## config.mk

```make
export PLATFORM = sky130hd
export DESIGN_NAME = irq_nest_ctrl
export DESIGN_NICKNAME = d
export VERILOG_FILES = /design/src/rtl/irq_nest_pkg.sv /design/src/rtl/irq_pin_cond.sv /design/src/rtl/irq_pick.sv /design/src/rtl/irq_level_track.sv /design/src/rtl/irq_nest_ctrl.sv
export SDC_FILE = /design/constraint.sdc
export NUM_CORES = 1
export LEC_CHECK = 0
export ABC_AREA = 1
export CAP_MARGIN = 25
export CORE_MARGIN = 10
export CORE_UTILIZATION = 59
export CTS_CLUSTER_DIAMETER = 150
export DETAILED_ROUTE_END_ITERATION = 12
export DONT_BUFFER_PORTS = 1
export GPL_TIMING_DRIVEN = 1
export PLACE_DENSITY = 0.75
export SYNTH_ARGS = -nofsm -noshare
export SYNTH_HDL_FRONTEND = slang
export SYNTH_SLANG_ARGS = --single-unit
```

## constraint.sdc

```tcl
create_clock -name clk -period 1.4 [get_ports clk]
set_input_delay 0.14 -clock clk [delete_from_list [all_inputs] [get_ports clk]]
set_output_delay 0.14 -clock clk [all_outputs]
set_load 0.05 [all_outputs]
```

## src/rtl/irq_nest_pkg.sv

```systemverilog
package irq_nest_pkg;
  localparam int NSRC    = 5;
  localparam int IDX_W   = $clog2(NSRC);
  localparam int NEXT    = 2;
  localparam int IDX_SER = NSRC - 1;

  // polling position of external pin e: pins and counters interleave
  function automatic int ext_pos(input int e);
    return 2 * e;
  endfunction

  function automatic int cnt_pos(input int c);
    return 2 * c + 1;
  endfunction
endpackage

```

## src/rtl/irq_pin_cond.sv

```systemverilog
module irq_pin_cond #(
  parameter int SYNC_STAGES = 2
) (
  input  logic clk,
  input  logic rst,
  input  logic pin_n,
  input  logic edge_md,
  input  logic clr,
  output logic req
);
  logic [SYNC_STAGES-1:0] sync_q;
  logic                   prev_q;
  logic                   latch_q;
  logic                   fall;

  always_ff @(posedge clk) begin
    if (rst) begin
      sync_q <= '1;
      prev_q <= 1'b1;
    end else begin
      sync_q <= {sync_q[SYNC_STAGES-2:0], pin_n};
      prev_q <= sync_q[SYNC_STAGES-1];
    end
  end

  assign fall = prev_q & ~sync_q[SYNC_STAGES-1];

  always_ff @(posedge clk) begin
    if (rst)          latch_q <= 1'b0;
    else if (!edge_md) latch_q <= 1'b0;
    else if (fall)    latch_q <= 1'b1;
    else if (clr)     latch_q <= 1'b0;
  end

  assign req = edge_md ? latch_q : ~sync_q[SYNC_STAGES-1];

  AST_EDGE_HELD: assert property (@(posedge clk) disable iff (rst)
    (latch_q && edge_md && !clr) |=> latch_q);
  AST_EDGE_CLEARED: assert property (@(posedge clk) disable iff (rst)
    (latch_q && edge_md && clr && !fall) |=> !latch_q);
endmodule

```

## src/rtl/irq_pick.sv

```systemverilog
module irq_pick #(
  parameter int N  = 5,
  parameter int IW = 3
) (
  input  logic          clk,
  input  logic          rst,
  input  logic [N-1:0]  pend,
  input  logic [N-1:0]  en,
  input  logic [N-1:0]  prio,
  input  logic          gen,
  input  logic          act_hi,
  input  logic          act_lo,
  output logic          valid,
  output logic          hi,
  output logic [IW-1:0] idx
);
  logic [N-1:0] hi_m;
  logic [N-1:0] lo_m;
  logic [N-1:0] sel;

  always_comb begin
    hi_m  = pend & en & prio  & {N{gen & ~act_hi}};
    lo_m  = pend & en & ~prio & {N{gen & ~act_hi & ~act_lo}};
    sel   = (|hi_m) ? hi_m : lo_m;
    valid = |sel;
    hi    = |hi_m;
    idx   = '0;
    for (int i = N - 1; i >= 0; i--) begin
      if (sel[i]) idx = IW'(i);
    end
  end

  AST_MASKED_QUIET: assert property (@(posedge clk) disable iff (rst)
    !gen |-> !valid);
  AST_HI_FIRST: assert property (@(posedge clk) disable iff (rst)
    ((|(pend & en & prio)) && gen && !act_hi) |-> (valid && hi));
endmodule

```

## src/rtl/irq_level_track.sv

```systemverilog
module irq_level_track (
  input  logic clk,
  input  logic rst,
  input  logic take,
  input  logic take_hi,
  input  logic reti,
  output logic act_hi,
  output logic act_lo
);
  always_ff @(posedge clk) begin
    if (rst) begin
      act_hi <= 1'b0;
      act_lo <= 1'b0;
    end else begin
      if (reti) begin
        if (act_hi) act_hi <= 1'b0;
        else        act_lo <= 1'b0;
      end
      if (take) begin
        if (take_hi) act_hi <= 1'b1;
        else         act_lo <= 1'b1;
      end
    end
  end

  AST_TAKE_SETS: assert property (@(posedge clk) disable iff (rst)
    take |=> ($past(take_hi) ? act_hi : act_lo));
  AST_RETI_ORDER: assert property (@(posedge clk) disable iff (rst)
    (reti && !take && act_hi) |=> (!act_hi && $stable(act_lo)));
endmodule

```

## src/rtl/irq_nest_ctrl.sv

```systemverilog
module irq_nest_ctrl #(
  parameter int SYNC_STAGES = 2,
  parameter int VEC_W       = 8,
  parameter int VEC_STRIDE  = 8,
  parameter int VEC_BASE    = 3
) (
  input  logic                            clk,
  input  logic                            rst,
  input  logic [irq_nest_pkg::NEXT-1:0]  ext_req_n,
  input  logic [irq_nest_pkg::NEXT-1:0]  ext_edge,
  input  logic [irq_nest_pkg::NEXT-1:0]  cnt_ovf,
  input  logic                            ser_flag,
  input  logic                            gbl_en,
  input  logic [irq_nest_pkg::NSRC-1:0]  src_en,
  input  logic [irq_nest_pkg::NSRC-1:0]  src_hi,
  input  logic                            ack,
  input  logic                            reti,
  output logic                            irq_req,
  output logic [VEC_W-1:0]                irq_vector,
  output logic                            irq_level,
  output logic                            in_svc_hi,
  output logic                            in_svc_lo
);
  import irq_nest_pkg::*;

  logic [NSRC-1:0]  pend;
  logic             take;
  logic             pick_valid;
  logic             pick_hi;
  logic [IDX_W-1:0] pick_idx;
  logic [IDX_W-1:0] src_q;
  logic             req_q;
  logic             lvl_q;
  logic [VEC_W-1:0] vec_q;

  assign take = ack & req_q;

  for (genvar e = 0; e < NEXT; e++) begin : g_ext
    logic ext_clr;
    logic ext_pend;
    assign ext_clr = take && (src_q == IDX_W'(ext_pos(e)));
    irq_pin_cond #(.SYNC_STAGES(SYNC_STAGES)) u_pin (
      .clk     (clk),
      .rst     (rst),
      .pin_n   (ext_req_n[e]),
      .edge_md (ext_edge[e]),
      .clr     (ext_clr),
      .req     (ext_pend)
    );
    assign pend[ext_pos(e)] = ext_pend;
    assign pend[cnt_pos(e)] = cnt_ovf[e];
  end
  assign pend[IDX_SER] = ser_flag;

  irq_pick #(.N(NSRC), .IW(IDX_W)) u_pick (
    .clk    (clk),
    .rst    (rst),
    .pend   (pend),
    .en     (src_en),
    .prio   (src_hi),
    .gen    (gbl_en),
    .act_hi (in_svc_hi),
    .act_lo (in_svc_lo),
    .valid  (pick_valid),
    .hi     (pick_hi),
    .idx    (pick_idx)
  );

  irq_level_track u_lvl (
    .clk     (clk),
    .rst     (rst),
    .take    (take),
    .take_hi (lvl_q),
    .reti    (reti),
    .act_hi  (in_svc_hi),
    .act_lo  (in_svc_lo)
  );

  always_ff @(posedge clk) begin
    if (rst) begin
      req_q <= 1'b0;
      src_q <= '0;
      lvl_q <= 1'b0;
      vec_q <= '0;
    end else begin
      req_q <= pick_valid & ~take;
      src_q <= pick_idx;
      lvl_q <= pick_hi;
      vec_q <= VEC_W'(int'(pick_idx) * VEC_STRIDE + VEC_BASE);
    end
  end

  assign irq_req    = req_q;
  assign irq_vector = vec_q;
  assign irq_level  = lvl_q;

  AST_ACK_DROPS: assert property (@(posedge clk) disable iff (rst)
    (ack && irq_req) |=> !irq_req);
  AST_HI_BLOCKS: assert property (@(posedge clk) disable iff (rst)
    in_svc_hi |-> !irq_req);
  AST_LO_ONLY_HI: assert property (@(posedge clk) disable iff (rst)
    (in_svc_lo && irq_req) |-> irq_level);
  AST_IDLE_ACK: assert property (@(posedge clk) disable iff (rst)
    (ack && !irq_req && !reti) |=> ($stable(in_svc_hi) && $stable(in_svc_lo)));
endmodule

```

==> insert_results.sql <==
INSERT INTO impl_metrics (metric_group, metric, value, unit) VALUES
('power', 'worst_vdd_ir', '0.0006740', 'V'),
('placement', 'gpl.final_weighted_congestion', '0.7705', ''),
('synth', 'synth_async_sr_flop_share', '0', '%'),
('hold_path', 'min_path_type', 'input port to flip-flop', ''),
('cells_and_area', 'multi_input_comb_area', '467.9', 'um2'),
('floorplanning', 'floorplan.die_area', '3257', 'um2'),
('floorplanning', 'die_x_extent', '57.07', 'um'),
('sta', 'finalCritPeriodShare', '103.4', '%'),
('global_routing', 'gr-usage-all-layers', '11.66', '%'),
('hold_path', 'timing.hold.worst.start', 'reti', ''),
('cells_and_area', 'layout_cells_excl_fill', '146', ''),
('synth', 'synth_cell_types', '24', ''),
('worst_setup_path', 'critPathCaptureType', 'flip-flop', ''),
('synth', 'synth.ff_latch_count', '16', ''),
('synth', 'synth_largest_area_cell', 'sky130_fd_sc_hd__dfxtp_1', ''),
('sta', 'max_freq', '691.1', 'MHz'),
('clocking', 'cts_inserted_buffers', '3', ''),
('clocking', 'htree_levels', '1', ''),
('worst_setup_path', 'r2r_start', 'u_lvl.act_hi$_SDFF_PP0_', ''),
('drt', 'number_of_design_rule_violations_left_after_detail_routing', '0', ''),
('drt', 'totalWireLength', '2294', 'um'),
('worst_setup_path', 'r2r_setup_slk', '-0.05', 'ns'),
('clocking', 'post_cts_clock_slew_at_the_launch_and_capture_registers_of_the_worst_setup_and_hold_paths', '0.10', 'ns'),
('global_routing', 'overflow', '0', ''),
('sta', 'worst_hold_slack', '0.01449', 'ns'),
('run_status', 'violations', 'setup timing', ''),
('clocking', 'tritoncts', 'yes', ''),
('sta', 'rsz0062_at_grt', 'yes', ''),
('run_status', 'outcome', 'finished, violations left', ''),
('worst_setup_path', 'crit_fanout', '5', ''),
('clocking', 'cts-root-buf', 'sky130_fd_sc_hd__clkbuf_4', ''),
('synth', 'syn_inst', '116', ''),
('drt', 'detail_route.iter0.violations', '9', ''),
('sta', 'final.setup.worst_slack', '-0.04690', 'ns'),
('worst_setup_path', 'critical_path_arrival', '1.63', 'ns'),
('global_routing', 'maximum_number_of_pins_on_one_net_before_global_route_repair', '10', ''),
('global_routing', 'grt_first_pass_wirelength', '3146', 'um'),
('clocking', 'worstSkewPairLatency', '0.29', 'ns'),
('power', 'leakage', '0.5109', 'nW'),
('drt', 'wire_per_inst', '15.71', 'um'),
('cells_and_area', 'filler_cell_count', '87', ''),
('worst_setup_path', 'series_of_cell_instances_along_the_critical_path', 'inv_2 > nand2_4 > nor2_4 > nand3_4 > nand2_4 > nor2_4 > a21oi_2 > nand3_1 > nor2_1 > nor2_1', ''),
('synth', 'post_synthesis_instance_area', '810.8', 'um2'),
('drt', 'drt-pass1-iter-count', '4', ''),
('synth', 'synth.most_common_cell', 'sky130_fd_sc_hd__nand2_1', ''),
('cells_and_area', 'area_growth_syn_to_layout', '27.93', '%'),
('global_routing', 'grt_pass1_vias', '745', ''),
('cells_and_area', 'ff_latch_area', '325.3', 'um2'),
('placement', 'dp_worst_setup_slack', '-0.02448', 'ns'),
('clocking', 'cts.sink_count', '16', ''),
('cells_and_area', 'antenna_cells_inserted', '0', ''),
('cells_and_area', 'fin_nets', '154', ''),
('worst_setup_path', 'worst_setup_path_startpoint', 'u_lvl.act_hi$_SDFF_PP0_', ''),
('worst_setup_path', 'worstPathRequired', '1.59', 'ns'),
('drt', 'via_count', '797', ''),
('worst_setup_path', 'critical_path.startpoint_type', 'flip-flop', ''),
('sta', 'totalNegativeSetupSlack', '-0.04690', 'ns'),
('placement', 'hpwl', '1541', 'um'),
('sta', 'skew', '0.008636', 'ns'),
('sta', 'final.min_clock_period', '1.447', 'ns'),
('synth', 'synth-edff-count', '0', ''),
('floorplanning', 'floorplan.core_area', '1301', 'um2'),
('floorplanning', 'floorplan.initialDensity', '62.31', '%'),
('sta', 'setup_viol', '1', ''),
('global_routing', 'grt_antenna_before_repair', '0', ''),
('worst_setup_path', 'cp_slowest_cell', 'sky130_fd_sc_hd__dfxtp_4', ''),
('cells_and_area', 'final_layout_size_suffix_gt1_share', '35.11', '%'),
('flow_run', 'cap_violations', '0', ''),
('synth', 'synth.area.top_cells', 'sky130_fd_sc_hd__dfxtp_1, sky130_fd_sc_hd__nand2_1, sky130_fd_sc_hd__inv_1, sky130_fd_sc_hd__nor2_1, sky130_fd_sc_hd__a21oi_1', ''),
('synth', 'yosysWarningCount', '0', ''),
('synth', 'seq_area_frac_synth', '39.51', '%');
[worst max-delay path: cells and delay by family, from the launching register on]
family / cells / cell delay, ns
AO/OA/AOI/OAI: 1 / 0.17
buffers and inverters: 1 / 0.06
flip-flops: 1 / 0.38
AND/OR/NAND/NOR: 8 / 0.73
[power by group]
part	switching (mW)	total, mW	internal (mW)
logic	0.144	0.210	0.0656
registers	0.00982	0.482	0.473
clock network	0.150	0.308	0.158
[cells by family (layout without fill, tap and decap cells)]
logic type | after synthesis | in the layout | synth area share [%]
AOI/OAI and AO/OA | 14 | 14 | 11.11
buffers and inverters | 24 | 37 | 12.96
and+or+nand+nor | 61 | 61 | 35.96
other | 1 | 3 | 0.4625
DFF | 16 | 16 | 39.51
[per-layer routing]
| metal | global-route usage (%) | share of wire, % | up-vias |
|---|---|---|---|
| met5 | 0 | 0 | - |
| met4 | 4.362 | 4.6 | 0 |
| met3 | 5.531 | 9.8 | 12 |
| met2 | 21.86 | 50 | 38 |
| met1 | 10.54 | 36 | 364 |
| li1 | - | - | 383 |
[layout make-up]
cell class | instances | area share [%]
clock buffer | 4 | 3.498
inverter | 19 | 6.876
multi-input combinational | 78 | 45.11
sequential | 16 | 31.36
tap | 15 | 1.809
timing repair buffer | 14 | 11.34
[registers in the layout, indices dropped and copies added (netlist names)]
name / flops
u_lvl.act_lo: 1
g_ext.u_pin.latch_q: 2
irq_vector: 1
src_q: 3
g_ext.u_pin.prev_q: 2
g_ext.u_pin.sync_q: 4
irq_req: 1
irq_level: 1
u_lvl.act_hi: 1
[path summary, 6_finish.rpt]
kind / to / depth (start not counted)
max reg2reg: irq_req$_SDFF_PP0_ / 10
max: irq_req$_SDFF_PP0_ / 10
min: u_lvl.act_hi$_SDFF_PP0_ / 3
min reg2reg: g_ext[1].u_pin.sync_q[1]$_SDFF_PP1_ / 1
[placed cells by master, fill, tap and decap left out]
cell,count
sky130_fd_sc_hd__nand2_1,20
sky130_fd_sc_hd__inv_1,15
sky130_fd_sc_hd__dfxtp_1,14
sky130_fd_sc_hd__nor2_1,11
sky130_fd_sc_hd__buf_4,9
sky130_fd_sc_hd__a21oi_1,6
sky130_fd_sc_hd__nand2_2,5
sky130_fd_sc_hd__or2_2,5
sky130_fd_sc_hd__dlygate4sd3_1,5
sky130_fd_sc_hd__inv_2,4
sky130_fd_sc_hd__nor3_1,4
sky130_fd_sc_hd__nor2_4,3
sky130_fd_sc_hd__nand3_2,3
sky130_fd_sc_hd__nand3_1,3
sky130_fd_sc_hd__conb_1,3
sky130_fd_sc_hd__clkbuf_4,3
sky130_fd_sc_hd__nand2_4,2
sky130_fd_sc_hd__nor3_2,2
sky130_fd_sc_hd__o21ai_2,1
sky130_fd_sc_hd__nand3_4,1
sky130_fd_sc_hd__nor2_2,1
sky130_fd_sc_hd__o21ai_1,1
sky130_fd_sc_hd__nand3b_1,1
sky130_fd_sc_hd__a22oi_1,1
sky130_fd_sc_hd__o21ai_0,1
sky130_fd_sc_hd__a21boi_2,1
sky130_fd_sc_hd__a21oi_4,1
sky130_fd_sc_hd__a31oi_2,1
sky130_fd_sc_hd__a21oi_2,1
sky130_fd_sc_hd__clkbuf_8,1
sky130_fd_sc_hd__dfxtp_4,1
sky130_fd_sc_hd__dfxtp_2,1
[metrics by stage]
step / area (um2) / power, mW
after CTS: 959.7 / 0.9722
after global placement: 865.8 / 0.6584
final: 1037 / 1.000
after detailed placement: 865.8 / 0.6623
after global routing: 1037 / 1.027
after floorplan: 820.8 / 0.6401
[what timing repair did]
item / CTS / global route
hold endpoints to repair: 12 / 0
resized for setup: 2 / 20
buffers inserted: 0 / 1
endpoints found under the setup margin: 1 / 4
pin swaps: 0 / 16
hold buffers: 5 / 0
No activity file was read; power rests on OpenSTA's default activity.
